[src/rtl/spi_dbuf_pkg.sv]
package spi_dbuf_pkg;

    // Kernel states: one half of a serial bit per active state.
    typedef enum logic [1:0] {
        ST_IDLE  = 2'd0,
        ST_LEAD  = 2'd1,
        ST_TRAIL = 2'd2
    } xfer_state_e;

endpackage

[src/rtl/spi_dbuf_clkdiv.sv]
module spi_dbuf_clkdiv #(
    parameter int PRE_W = 8
) (
    input  logic             clk,
    input  logic             rst_n,
    input  logic             run,
    input  logic [PRE_W-1:0] prescale,
    output logic             tick
);
    localparam logic [PRE_W-1:0] CNT_ONE = PRE_W'(1);

    logic [PRE_W-1:0] cnt_q;

    // Tick ends a half-bit of prescale+1 cycles.
    assign tick = run && (cnt_q == prescale);

    always_ff @(posedge clk or negedge rst_n) begin
        if (!rst_n) begin
            cnt_q <= '0;
        end else if (!run || tick) begin
            cnt_q <= '0;
        end else begin
            cnt_q <= cnt_q + CNT_ONE;
        end
    end
endmodule

[src/rtl/spi_dbuf_txhold.sv]
module spi_dbuf_txhold #(
    parameter int DATA_W = 16
) (
    input  logic              clk,
    input  logic              rst_n,
    input  logic              wr_en,
    input  logic [DATA_W-1:0] wr_data,
    input  logic              shifter_idle,
    input  logic              char_end,
    output logic              load_go,
    output logic [DATA_W-1:0] load_word,
    output logic              tx_full
);
    logic              full_q;
    logic [DATA_W-1:0] hold_q;
    logic              slot_free;
    logic              direct_wr;
    logic              park_wr;
    logic              promote;

    // The shift register can take a word now if it is idle, or if its
    // character ends in this very cycle and nothing waits in the buffer.
    assign slot_free = !full_q && (shifter_idle || char_end);
    assign direct_wr = wr_en && slot_free;
    assign park_wr   = wr_en && !full_q && !shifter_idle && !char_end;
    assign promote   = char_end && full_q;

    assign load_go   = direct_wr || promote;
    assign load_word = promote ? hold_q : wr_data;
    assign tx_full   = full_q;

    always_ff @(posedge clk or negedge rst_n) begin
        if (!rst_n) begin
            full_q <= 1'b0;
            hold_q <= '0;
        end else begin
            if (promote) begin
                full_q <= 1'b0;
            end
            if (park_wr) begin
                hold_q <= wr_data;
                full_q <= 1'b1;
            end
        end
    end
endmodule

[src/rtl/spi_dbuf_engine.sv]
module spi_dbuf_engine
    import spi_dbuf_pkg::*;
#(
    parameter int DATA_W = 16,
    parameter int LEN_W  = 4
) (
    input  logic              clk,
    input  logic              rst_n,
    input  logic              tick,
    input  logic              load_go,
    input  logic [DATA_W-1:0] load_word,
    input  logic [LEN_W-1:0]  len_m1,
    input  logic              cpol,
    input  logic              cpha,
    input  logic              miso,
    output logic              busy,
    output logic              char_end,
    output logic [DATA_W-1:0] rx_word,
    output logic              sclk,
    output logic              mosi
);
    localparam logic [LEN_W-1:0] BIT_ONE = LEN_W'(1);

    xfer_state_e       state_q, state_d;
    logic [LEN_W-1:0]  bit_q;
    logic [DATA_W-1:0] tx_sh_q;
    logic [DATA_W-1:0] rx_sh_q;
    logic              sclk_q;
    logic              last_bit;
    logic              start_char;

    assign last_bit   = (bit_q == len_m1);
    assign char_end   = (state_q == ST_TRAIL) && tick && last_bit;
    assign start_char = load_go && ((state_q == ST_IDLE) || char_end);
    assign busy       = (state_q != ST_IDLE);
    assign rx_word    = rx_sh_q;
    assign sclk       = sclk_q;
    assign mosi       = busy ? tx_sh_q[len_m1] : 1'b0;

    // Next-state logic.
    always_comb begin
        state_d = state_q;
        unique case (state_q)
            ST_IDLE: begin
                if (load_go) state_d = ST_LEAD;
            end
            ST_LEAD: begin
                if (tick) state_d = ST_TRAIL;
            end
            ST_TRAIL: begin
                if (tick) begin
                    if (!last_bit || load_go) state_d = ST_LEAD;
                    else                      state_d = ST_IDLE;
                end
            end
            default: state_d = ST_IDLE;
        endcase
    end

    // State register.
    always_ff @(posedge clk or negedge rst_n) begin
        if (!rst_n) state_q <= ST_IDLE;
        else        state_q <= state_d;
    end

    // Outputs and datapath.
    always_ff @(posedge clk or negedge rst_n) begin
        if (!rst_n) begin
            bit_q   <= '0;
            tx_sh_q <= '0;
            rx_sh_q <= '0;
            sclk_q  <= 1'b0;
        end else begin
            unique case (state_d)
                ST_LEAD:  sclk_q <= cpol ^ cpha;
                ST_TRAIL: sclk_q <= cpol ^ ~cpha;
                default:  sclk_q <= cpol;
            endcase
            if (start_char) begin
                tx_sh_q <= load_word;
                rx_sh_q <= '0;
                bit_q   <= '0;
            end else if ((state_q == ST_LEAD) && tick) begin
                rx_sh_q <= {rx_sh_q[DATA_W-2:0], miso};
            end else if ((state_q == ST_TRAIL) && tick && !last_bit) begin
                tx_sh_q <= {tx_sh_q[DATA_W-2:0], 1'b0};
                bit_q   <= bit_q + BIT_ONE;
            end
        end
    end
endmodule

[src/rtl/spi_dbuf_rxbuf.sv]
module spi_dbuf_rxbuf #(
    parameter int DATA_W = 16
) (
    input  logic              clk,
    input  logic              rst_n,
    input  logic              char_end,
    input  logic [DATA_W-1:0] rx_word,
    input  logic              rd_en,
    input  logic              rx_ie,
    output logic [DATA_W-1:0] rd_data,
    output logic              rx_empty,
    output logic              rx_overrun,
    output logic              rx_irq
);
    logic [DATA_W-1:0] buf_q;
    logic              valid_q;
    logic              ovr_q;

    assign rd_data    = buf_q;
    assign rx_empty   = !valid_q;
    assign rx_overrun = ovr_q;
    assign rx_irq     = rx_ie && valid_q;

    always_ff @(posedge clk or negedge rst_n) begin
        if (!rst_n) begin
            buf_q   <= '0;
            valid_q <= 1'b0;
            ovr_q   <= 1'b0;
        end else if (char_end) begin
            buf_q   <= rx_word;
            valid_q <= 1'b1;
            if (valid_q && !rd_en) ovr_q <= 1'b1;
            else if (rd_en)        ovr_q <= 1'b0;
        end else if (rd_en) begin
            valid_q <= 1'b0;
            ovr_q   <= 1'b0;
        end
    end
endmodule

[src/rtl/spi_dbuf_master.sv]
module spi_dbuf_master #(
    parameter  int DATA_W = 16,
    parameter  int PRE_W  = 8,
    localparam int LEN_W  = $clog2(DATA_W)
) (
    input  logic              clk,
    input  logic              rst_n,
    input  logic [LEN_W-1:0]  cfg_len_m1,
    input  logic              cfg_cpol,
    input  logic              cfg_cpha,
    input  logic [PRE_W-1:0]  cfg_prescale,
    input  logic              cfg_dma_en,
    input  logic              cfg_tx_ie,
    input  logic              cfg_rx_ie,
    input  logic              wr_en,
    input  logic [DATA_W-1:0] wr_data,
    input  logic              rd_en,
    input  logic              miso,
    output logic [DATA_W-1:0] rd_data,
    output logic              tx_full,
    output logic              dma_req,
    output logic              tx_empty_irq,
    output logic              rx_empty,
    output logic              rx_full_irq,
    output logic              rx_overrun,
    output logic              sclk,
    output logic              mosi
);
    logic              eng_busy;
    logic              eng_tick;
    logic              char_end;
    logic              load_go;
    logic [DATA_W-1:0] load_word;
    logic [DATA_W-1:0] rx_word;
    logic              req_q;
    logic              irq_q;

    spi_dbuf_clkdiv #(.PRE_W(PRE_W)) clkdiv_i (
        .clk      (clk),
        .rst_n    (rst_n),
        .run      (eng_busy),
        .prescale (cfg_prescale),
        .tick     (eng_tick)
    );

    spi_dbuf_txhold #(.DATA_W(DATA_W)) txhold_i (
        .clk          (clk),
        .rst_n        (rst_n),
        .wr_en        (wr_en),
        .wr_data      (wr_data),
        .shifter_idle (!eng_busy),
        .char_end     (char_end),
        .load_go      (load_go),
        .load_word    (load_word),
        .tx_full      (tx_full)
    );

    spi_dbuf_engine #(.DATA_W(DATA_W), .LEN_W(LEN_W)) engine_i (
        .clk       (clk),
        .rst_n     (rst_n),
        .tick      (eng_tick),
        .load_go   (load_go),
        .load_word (load_word),
        .len_m1    (cfg_len_m1),
        .cpol      (cfg_cpol),
        .cpha      (cfg_cpha),
        .miso      (miso),
        .busy      (eng_busy),
        .char_end  (char_end),
        .rx_word   (rx_word),
        .sclk      (sclk),
        .mosi      (mosi)
    );

    spi_dbuf_rxbuf #(.DATA_W(DATA_W)) rxbuf_i (
        .clk        (clk),
        .rst_n      (rst_n),
        .char_end   (char_end),
        .rx_word    (rx_word),
        .rd_en      (rd_en),
        .rx_ie      (cfg_rx_ie),
        .rd_data    (rd_data),
        .rx_empty   (rx_empty),
        .rx_overrun (rx_overrun),
        .rx_irq     (rx_full_irq)
    );

    // Request strobes share the edge that loads the shift register
    // and, on promotion, clears the full flag.
    always_ff @(posedge clk or negedge rst_n) begin
        if (!rst_n) begin
            req_q <= 1'b0;
            irq_q <= 1'b0;
        end else begin
            req_q <= load_go && cfg_dma_en;
            irq_q <= load_go && cfg_tx_ie;
        end
    end

    assign dma_req      = req_q;
    assign tx_empty_irq = irq_q;
endmodule

[config.mk]
export PLATFORM = sky130hd
export DESIGN_NAME = spi_dbuf_master
export DESIGN_NICKNAME = d
export VERILOG_FILES = /design/src/rtl/spi_dbuf_pkg.sv /design/src/rtl/spi_dbuf_clkdiv.sv /design/src/rtl/spi_dbuf_txhold.sv /design/src/rtl/spi_dbuf_engine.sv /design/src/rtl/spi_dbuf_rxbuf.sv /design/src/rtl/spi_dbuf_master.sv
export SDC_FILE = /design/constraint.sdc
export NUM_CORES = 1
export LEC_CHECK = 0
export BUFFER_PORTS_ARGS = -buffer_cell sky130_fd_sc_hd__buf_2
export CAP_MARGIN = 20
export CORE_MARGIN = 2
export CORE_UTILIZATION = 30
export CTS_BUF_LIST = sky130_fd_sc_hd__clkbuf_8
export CTS_CLUSTER_DIAMETER = 200
export CTS_CLUSTER_SIZE = 12
export DETAILED_ROUTE_END_ITERATION = 10
export PLACE_DENSITY = 0.47
export SYNTH_ARGS = -nofsm -noshare
export SYNTH_HDL_FRONTEND = slang
export SYNTH_SLANG_ARGS = --single-unit
[constraint.sdc]
create_clock -name clk -period 2.6 [get_ports clk]
set_input_delay 0.26 -clock clk [delete_from_list [all_inputs] [get_ports clk]]
set_output_delay 0.26 -clock clk [all_outputs]
set_load 0.02 [all_outputs]
## Yosys cells after proc, flatten, opt, wreduce, memory -nomap -nowiden

Cells that the tools add are included.

| operators by class | value |
|---|---|
| add/subtract/negate cells | 2 |
| multiplexer cells | 26 |
| $lt $le $gt $ge | 1 |
| bitwise gates (word level) | 3 |
| equality and inequality tests | 7 |
| reduce and logical (&&, ||, !) cells | 34 |

Operators with widths:

| kind | count |
|---|---|
| 2-to-1 mux 16 bit | 6 |
| logical AND 1 bit | 16 |
| 2-to-1 mux 4 bit | 3 |
| 2-to-1 mux 1 bit | 10 |
| nonzero test 2 bit | 5 |
| adder 8 x 1 -> 8 bit, second input constant | 1 |
| == test 8 bit | 1 |
| 2-to-1 mux 8 bit | 1 |
| logical NOT 1 bit | 6 |
| 2-to-1 mux 2 bit | 3 |
| one-hot mux 2 bit (3 select lines) | 1 |
| logical OR 1 bit | 5 |
| < comparator 4 x 5 -> 1 bit, second input constant | 1 |
| adder 4 x 1 -> 4 bit, second input constant | 1 |
| binary-select mux 1 bit (select 4 bit) | 1 |
| == test 2 x 1 -> 1 bit, second input constant | 2 |
| == test 2 bit, second input constant | 2 |
| == test 4 bit | 1 |
| logical NOT 2 bit | 1 |
| != test 2 x 1 -> 1 bit, second input constant | 1 |
| one-hot mux 1 bit (2 select lines) | 1 |
| AND reduction 2 bit | 1 |
| bitwise XOR 1 bit | 2 |
| NOT 1 bit | 1 |

| storage, ports and cells | value |
|---|---|
| output and inout bits | 24 |
| bits of input ports | 38 |
| register bits | 84 |
| logic and storage cells | 86 |

## Depth between registers and ports, before layout

| depth | value |
|---|---|
| depth after elaboration | 14 |
| depth in mapped cells | 12 |
| gate-level depth less buffers | 10 |

## Modules after synthesis

Synthesis repeated with hierarchy kept, for this count alone.

| unflattened totals | value |
|---|---|
| cell total of the unflattened synthesis | 397 |
| area total of the unflattened synthesis | 4,463.0 um^2 |

By module, submodules not included:

| module | area an instance (um^2) | cells each | instances | seq. area each (um^2) |
|---|---|---|---|---|
| spi_dbuf_engine | 2,318.5 | 247 | 1 | 975.9 |
| spi_dbuf_txhold | 859.6 | 58 | 1 | 425.4 |
| spi_dbuf_rxbuf | 718.2 | 41 | 1 | 450.4 |
| spi_dbuf_clkdiv | 500.5 | 46 | 1 | 200.2 |
| spi_dbuf_master | 66.3 | 5 | 1 | 50.0 |

## Least setup slack after synthesis

No wires, ideal clock.

| timing | value |
|---|---|
| kind | reg-to-reg |
| start | register clkdiv_i.cnt_q[2] |
| end | register engine_i.sclk_q (netlist: engine_i.sclk) |
| buffers on the path | 1 |
| setup time | 0.125 ns |
| period minus slack after synthesis | 2.432 ns |
| cell stages (with the launch flop) | 12 |
| required time | 2.475 ns |
| data arrival time | 2.307 ns |
| setup slack | 0.168 ns |
| cells stage by stage | dfrtp_1 > xor2_1 > nor4_4 > nand2_2 > a21oi_4 > buf_6 > a21oi_1 > a21o_1 > ha_1 > xnor2_1 > nor2_1 > xor2_1 |

| between the ends | value |
|---|---|
| cells in the longest elaborated chain, start to end | 14 |
| elaborated cells on any way between the ends | 18 |
| classes of those cells | eq/ne (3); mux (6); reduce/logical (9) |

RTL lines:

| what | RTL line | text |
|---|---|---|
| start: declaration | spi_dbuf_clkdiv.sv:12 | `logic [PRE_W-1:0] cnt_q;` |
| start signal: assignment | spi_dbuf_clkdiv.sv:23 | `cnt_q <= cnt_q + CNT_ONE;` |
| == test 8 bit * | spi_dbuf_clkdiv.sv:15 | `assign tick = run && (cnt_q == prescale);` |
| logical AND 1 bit * | spi_dbuf_clkdiv.sv:15 |  |
| logical AND 1 bit (2 in series) | spi_dbuf_engine.sv:33 | `assign char_end = (state_q == ST_TRAIL) && tick && last_bit;` |
| logical OR 1 bit | spi_dbuf_txhold.sv:23 | `assign slot_free = !full_q && (shifter_idle \|\| char_end);` |
| logical AND 1 bit | spi_dbuf_txhold.sv:23 |  |
| logical AND 1 bit | spi_dbuf_txhold.sv:24 | `assign direct_wr = wr_en && slot_free;` |
| logical OR 1 bit | spi_dbuf_txhold.sv:28 | `assign load_go = direct_wr \|\| promote;` |
| logical OR 1 bit | spi_dbuf_engine.sv:52 | `if (!last_bit \|\| load_go) state_d = ST_LEAD;` |
| 2-to-1 mux 1 bit | spi_dbuf_engine.sv:52 |  |
| 2-to-1 mux 2 bit | spi_dbuf_engine.sv:51 | `if (tick) begin` |
| one-hot mux 2 bit (3 select lines) * | spi_dbuf_engine.sv:43 | `unique case (state_q)` |
| == test 2 bit / == test 2 x 1 -> 1 bit (equally long branches) | spi_dbuf_engine.sv:74 | `unique case (state_d)` |
| one-hot mux 1 bit (2 select lines) * | spi_dbuf_engine.sv:74 |  |
| end signal: assignment | spi_dbuf_engine.sv:75 | `ST_LEAD: sclk_q <= cpol ^ cpha;` |
| end signal: assignment | spi_dbuf_engine.sv:76 | `ST_TRAIL: sclk_q <= cpol ^ ~cpha;` |
| end signal: assignment | spi_dbuf_engine.sv:77 | `default: sclk_q <= cpol;` |
| end: declaration | spi_dbuf_engine.sv:28 | `logic sclk_q;` |

Every way passes the cells marked *; elsewhere a longest branch is shown, timed or not.
A chain may end at the register's enable or synchronous reset.

## Final worst setup path

| timing | value |
|---|---|
| start | register engine_i.tx_sh_q[14] |
| end | output port mosi |

| between the ends | value |
|---|---|
| cells in the longest elaborated chain, start to end | 3 |

RTL lines:

| what | RTL line | text |
|---|---|---|
| start: declaration | spi_dbuf_engine.sv:26 | `logic [DATA_W-1:0] tx_sh_q;` |
| start signal: assignment | spi_dbuf_engine.sv:80 | `tx_sh_q <= load_word;` |
| start signal: assignment | spi_dbuf_engine.sv:86 | `tx_sh_q <= {tx_sh_q[DATA_W-2:0], 1'b0};` |
| binary-select mux 1 bit (select 4 bit) | spi_dbuf_engine.sv:38 | `assign mosi = busy ? tx_sh_q[len_m1] : 1'b0;` |
| 2-to-1 mux 1 bit (not written as such) | spi_dbuf_engine.sv:38 |  |
| 2-to-1 mux 1 bit | spi_dbuf_engine.sv:38 |  |
| end: declaration | spi_dbuf_master.sv:27 | `output logic mosi` |

Every way passes these cells. The select of a mux whose other input is x is not followed.

==> metrics.txt <==
# TYPE chip_impl_metric gauge
chip_impl_metric{name="antenna_violations_before_repair",unit=""} 0
chip_impl_info{name="crit-reg2reg-launch",value="engine_i.bit_q[1]$_DFFE_PN0P_"} 1
chip_impl_info{name="crit_path_start",value="engine_i.tx_sh_q[14]$_DFFE_PN0P_"} 1
chip_impl_metric{name="grt_first_pass_wirelength",unit="um"} 13980
chip_impl_info{name="worst_path_max_delay_cell",value="mux4_1"} 1
chip_impl_metric{name="finish.utilization",unit="%"} 36.27
chip_impl_metric{name="dp.final_hpwl",unit="um"} 5605
chip_impl_metric{name="cp_slowest_stage_delay",unit="ns"} 0.51
chip_impl_metric{name="dp_cells",unit=""} 572
chip_impl_metric{name="max_slew.worst_pin.slew",unit="ns"} 0.6074
chip_impl_metric{name="synth_area",unit="sq um"} 3996
chip_impl_metric{name="postRouteAntennaNets",unit=""} 0
chip_impl_metric{name="cts.sinks",unit=""} 84
chip_impl_metric{name="final_net_count",unit=""} 449
chip_impl_metric{name="drt-initial-drc-count",unit=""} 129
chip_impl_metric{name="internal_power",unit="W"} 0.002606
chip_impl_info{name="synthFlopType",value="dfrtp_1"} 1
chip_impl_metric{name="cap_violations",unit=""} 0
chip_impl_metric{name="path_clk_slew",unit="ns"} 0.09
chip_impl_metric{name="timing.fmax",unit="GHz"} 0.4291
chip_impl_metric{name="finalMaxSlewViolations",unit=""} 0
chip_impl_metric{name="groute.usage.overall",unit="%"} 12.69
chip_impl_metric{name="totalWireLength",unit="um"} 8219
chip_impl_metric{name="design.portCount",unit=""} 62
chip_impl_info{name="criticalPathCategory",value="flip-flop to output pin"} 1
chip_impl_metric{name="drt-wirelength-per-cell",unit="um"} 13.95
chip_impl_metric{name="comb_power_share",unit="%"} 20.2
chip_impl_metric{name="clkLatencyLatePin",unit="ns"} 0.37
chip_impl_metric{name="post-route-drc-count",unit=""} 0
chip_impl_metric{name="ys_seq_elements",unit=""} 84
chip_impl_metric{name="irDropWorstVdd",unit="V"} 0.0003873
chip_impl_metric{name="layout_worst_path_cycle_share",unit="%"} 89.63
chip_impl_metric{name="buffer_ports.inserted",unit=""} 61
chip_impl_metric{name="max-clock-path-buffers",unit=""} 2
chip_impl_metric{name="ys_seq_area_share",unit="%"} 52.60
chip_impl_metric{name="proportion_of_total_power_due_to_net_switching",unit="%"} 29.15
chip_impl_metric{name="grt_start_max_net_pins",unit=""} 53
chip_impl_metric{name="insertedDiodeCount",unit=""} 0
chip_impl_info{name="crit_family",value="multiplexers"} 1
chip_impl_metric{name="finalSetupViolations",unit=""} 0
chip_impl_metric{name="arrival",unit="ns"} 2.07
chip_impl_metric{name="timing.critical_path.buf_inv",unit=""} 1
chip_impl_info{name="holdCritPathClass",value="input port to flip-flop"} 1
chip_impl_metric{name="die_h",unit="um"} 119.4
chip_impl_metric{name="totalNegativeSetupSlack",unit="ns"} 0
chip_impl_info{name="rsz0062_at_grt",value="no"} 1
chip_impl_metric{name="power_density",unit="nW/um^2"} 772.0
chip_impl_metric{name="finalHoldViolCount",unit=""} 0
chip_impl_metric{name="clock_skew",unit="ns"} 0.01035
chip_impl_info{name="setup.worst_path.start_class",value="flip-flop"} 1
chip_impl_metric{name="number_of_synthesized_flops_with_an_enable_pin",unit=""} 0
chip_impl_metric{name="synthDistinctLibCells",unit=""} 43
chip_impl_info{name="min_from",value="rd_en"} 1
chip_impl_info{name="status",value="finished clean"} 1
chip_impl_metric{name="avgViaCountPerCell",unit=""} 4.577
chip_impl_metric{name="route.vias.total",unit=""} 2696
chip_impl_metric{name="p_clk_share",unit="%"} 30.1
chip_impl_metric{name="first_pass_iters",unit=""} 4
chip_impl_metric{name="place_area",unit="sq um"} 4519
chip_impl_metric{name="routabilityCongestion",unit=""} 0.8085
chip_impl_metric{name="gr-total-overflow",unit=""} 0
chip_impl_metric{name="synth-async-reset-ratio",unit="%"} 100.0
chip_impl_metric{name="syn-num-nets",unit=""} 382
chip_impl_metric{name="post-route-cell-area",unit="sq um"} 4765
chip_impl_metric{name="cts_buffers",unit=""} 9
chip_impl_metric{name="crit_path_max_fanout",unit=""} 3
chip_impl_info{name="root_buf_cell",value="clkbuf_8"} 1
chip_impl_metric{name="die-area",unit="sq um"} 14260
chip_impl_metric{name="power.net_switching",unit="W"} 0.001072
chip_impl_metric{name="yosysWarningCount",unit=""} 0
chip_impl_metric{name="netlist_instances",unit=""} 341
chip_impl_metric{name="final_cells",unit=""} 589
chip_impl_metric{name="proportion_of_layout_cells_with_a_drive_suffix_above_1",unit="%"} 32.69
chip_impl_metric{name="post_cts_resize_count",unit=""} 0
chip_impl_metric{name="flow.area_growth_from_synthesis",unit="%"} 19.22
chip_impl_metric{name="timing.max_slew.rel_slack",unit="%"} 59.23
chip_impl_metric{name="period_needed",unit="ns"} 2.330
chip_impl_metric{name="num_rows",unit=""} 42
chip_impl_metric{name="timing.critical_path.required",unit="ns"} 2.34
chip_impl_info{name="clock_tree_from_tritoncts",value="done"} 1
chip_impl_metric{name="first_global_vias",unit=""} 2671
chip_impl_metric{name="htree_num_levels",unit=""} 3
chip_impl_metric{name="synth.avg_cell_area",unit="sq um"} 11.72
chip_impl_metric{name="share_seq_of_total_power",unit="%"} 49.6
chip_impl_metric{name="core-area",unit="sq um"} 13140
chip_impl_info{name="timing.critical_path.cells",value="mux4_1 > mux4_2 > o21a_1 > buf_2"} 1
chip_impl_metric{name="start_util",unit="%"} 30.42
chip_impl_metric{name="die_width",unit="um"} 119.4
chip_impl_info{name="worst_setup_path_end_kind",value="output pin"} 1
chip_impl_metric{name="reported_leakage_power",unit="nW"} 2.337
-- worst paths after layout --
path,endpoint,slack (ns),cells past startpoint
hold / removal,rxbuf_i.rx_overrun$_DFF_PN0_,0.04,2
max in group asynchronous,rxbuf_i.rd_data[9]$_DFFE_PN0P_,1.59,3
setup reg to reg,engine_i.sclk$_DFF_PN0_,0.38,9
min in group asynchronous,txhold_i.hold_q[14]$_DFFE_PN0P_,0.38,2
setup / recovery,mosi,0.27,4
hold reg to reg,rxbuf_i.rd_data[2]$_DFFE_PN0P_,0.50,1
-- Yosys cell counts, types with 3 or more instances --
| cell type | instances | area, sq um |
|---|---|---|
| a21oi_1 | 3 | 15.01 |
| inv_1 | 5 | 18.77 |
| a211oi_1 | 14 | 105.1 |
| xor2_1 | 18 | 157.7 |
| ha_1 | 3 | 37.54 |
| buf_2 | 8 | 40.04 |
| o21ai_0 | 15 | 75.07 |
| nor4_4 | 3 | 63.81 |
| nand3_1 | 5 | 25.02 |
| nor2b_1 | 3 | 18.77 |
| mux4_2 | 4 | 90.09 |
| clkbuf_1 | 5 | 18.77 |
| nor3b_1 | 14 | 105.1 |
| o21ai_1 | 3 | 15.01 |
| nand2_1 | 39 | 146.4 |
| buf_6 | 3 | 33.78 |
| nor2_1 | 30 | 112.6 |
| dfrtp_1 | 84 | 2102 |
| and2_1 | 5 | 31.28 |
| mux2i_1 | 17 | 170.2 |
| mux2_2 | 33 | 371.6 |
-- flip-flops by register name, indices dropped and copies added (netlist names) --
name and flops:
clkdiv_i.cnt_q 8, dma_req 1, engine_i.bit_q 4, engine_i.rx_word 16
engine_i.sclk 1, engine_i.state_q 2, engine_i.tx_sh_q 16, rxbuf_i.rd_data 16
rxbuf_i.rx_overrun 1, rxbuf_i.valid_q 1, tx_empty_irq 1, txhold_i.hold_q 16
txhold_i.tx_full 1
-- metrics by stage --
step | total power (W) | worst slack, ns | hold slack, ns
finish | 0.003678 | 0.2697 | 0.03988
global route | 0.003933 | 0.1924 | 0.02159
CTS | 0.003739 | 0.2234 | 0.01504
detailed placement | 0.002608 | 0.3458 | 0.2417
global placement | 0.002585 | 0.3563 | 0.2358
floorplan | 0.002362 | 0.1681 | -0.03559
-- cells by family after synthesis --
family	after synthesis	share of synthesized area [%]
AND/OR/NAND/NOR	111	14.97
flip-flops	84	52.60
multiplexers	55	16.47
AO/OA/AOI/OAI	46	7.671
buffers and inverters	22	2.974
XOR/XNOR	20	4.383
adder cells (fa/ha/maj)	3	0.9394
-- layout by cell type (no fill, tap or decap), drive strengths merged, types with 5 or more instances in the layout --
cell type  count
a211oi        14
and2           5
buf           72
clkbuf        12
dfrtp         84
inv            5
mux2          33
mux2i         17
mux4           5
nand2         40
nand3          5
nor2          30
nor3b         15
o21ai         19
xor2          18
-- power by group through the flow --
stage	Combinational, W	Clock [W]	Sequential, W
2_1_floorplan	0.000582	0	0.00178
3_3_place_gp	0.000735	0	0.00185
3_5_place_dp	0.000755	0	0.00185
4_1_cts	0.000759	0.00115	0.00183
5_1_grt	0.000843	0.00121	0.00188
6_report	0.000744	0.00111	0.00183
-- area by class of cell --
class,instances,area (sq um)
Clock inverter,4,70.07
Multi-Input combinational cell,235,1775
Timing Repair Buffer,73,412.9
Clock buffer,12,165.2
Sequential cell,84,2102
Inverter,5,18.77
Tap cell,176,220.2
Fill cell,1355,8373
-- metal layers --
layer,global-route usage [%],up-vias,part of all wire [%]
met4,5.956,0,2.2
li1,-,1333,-
met5,0,-,0
met1,17.22,1307,49
met3,3.736,11,4.0
met2,18.61,45,44
-- repair_timing --
action	in CTS	in global routing
hold endpoints to repair	32	0
hold buffers	1	0
buffers inserted	0	0
(Power assumes the default switching activity.)
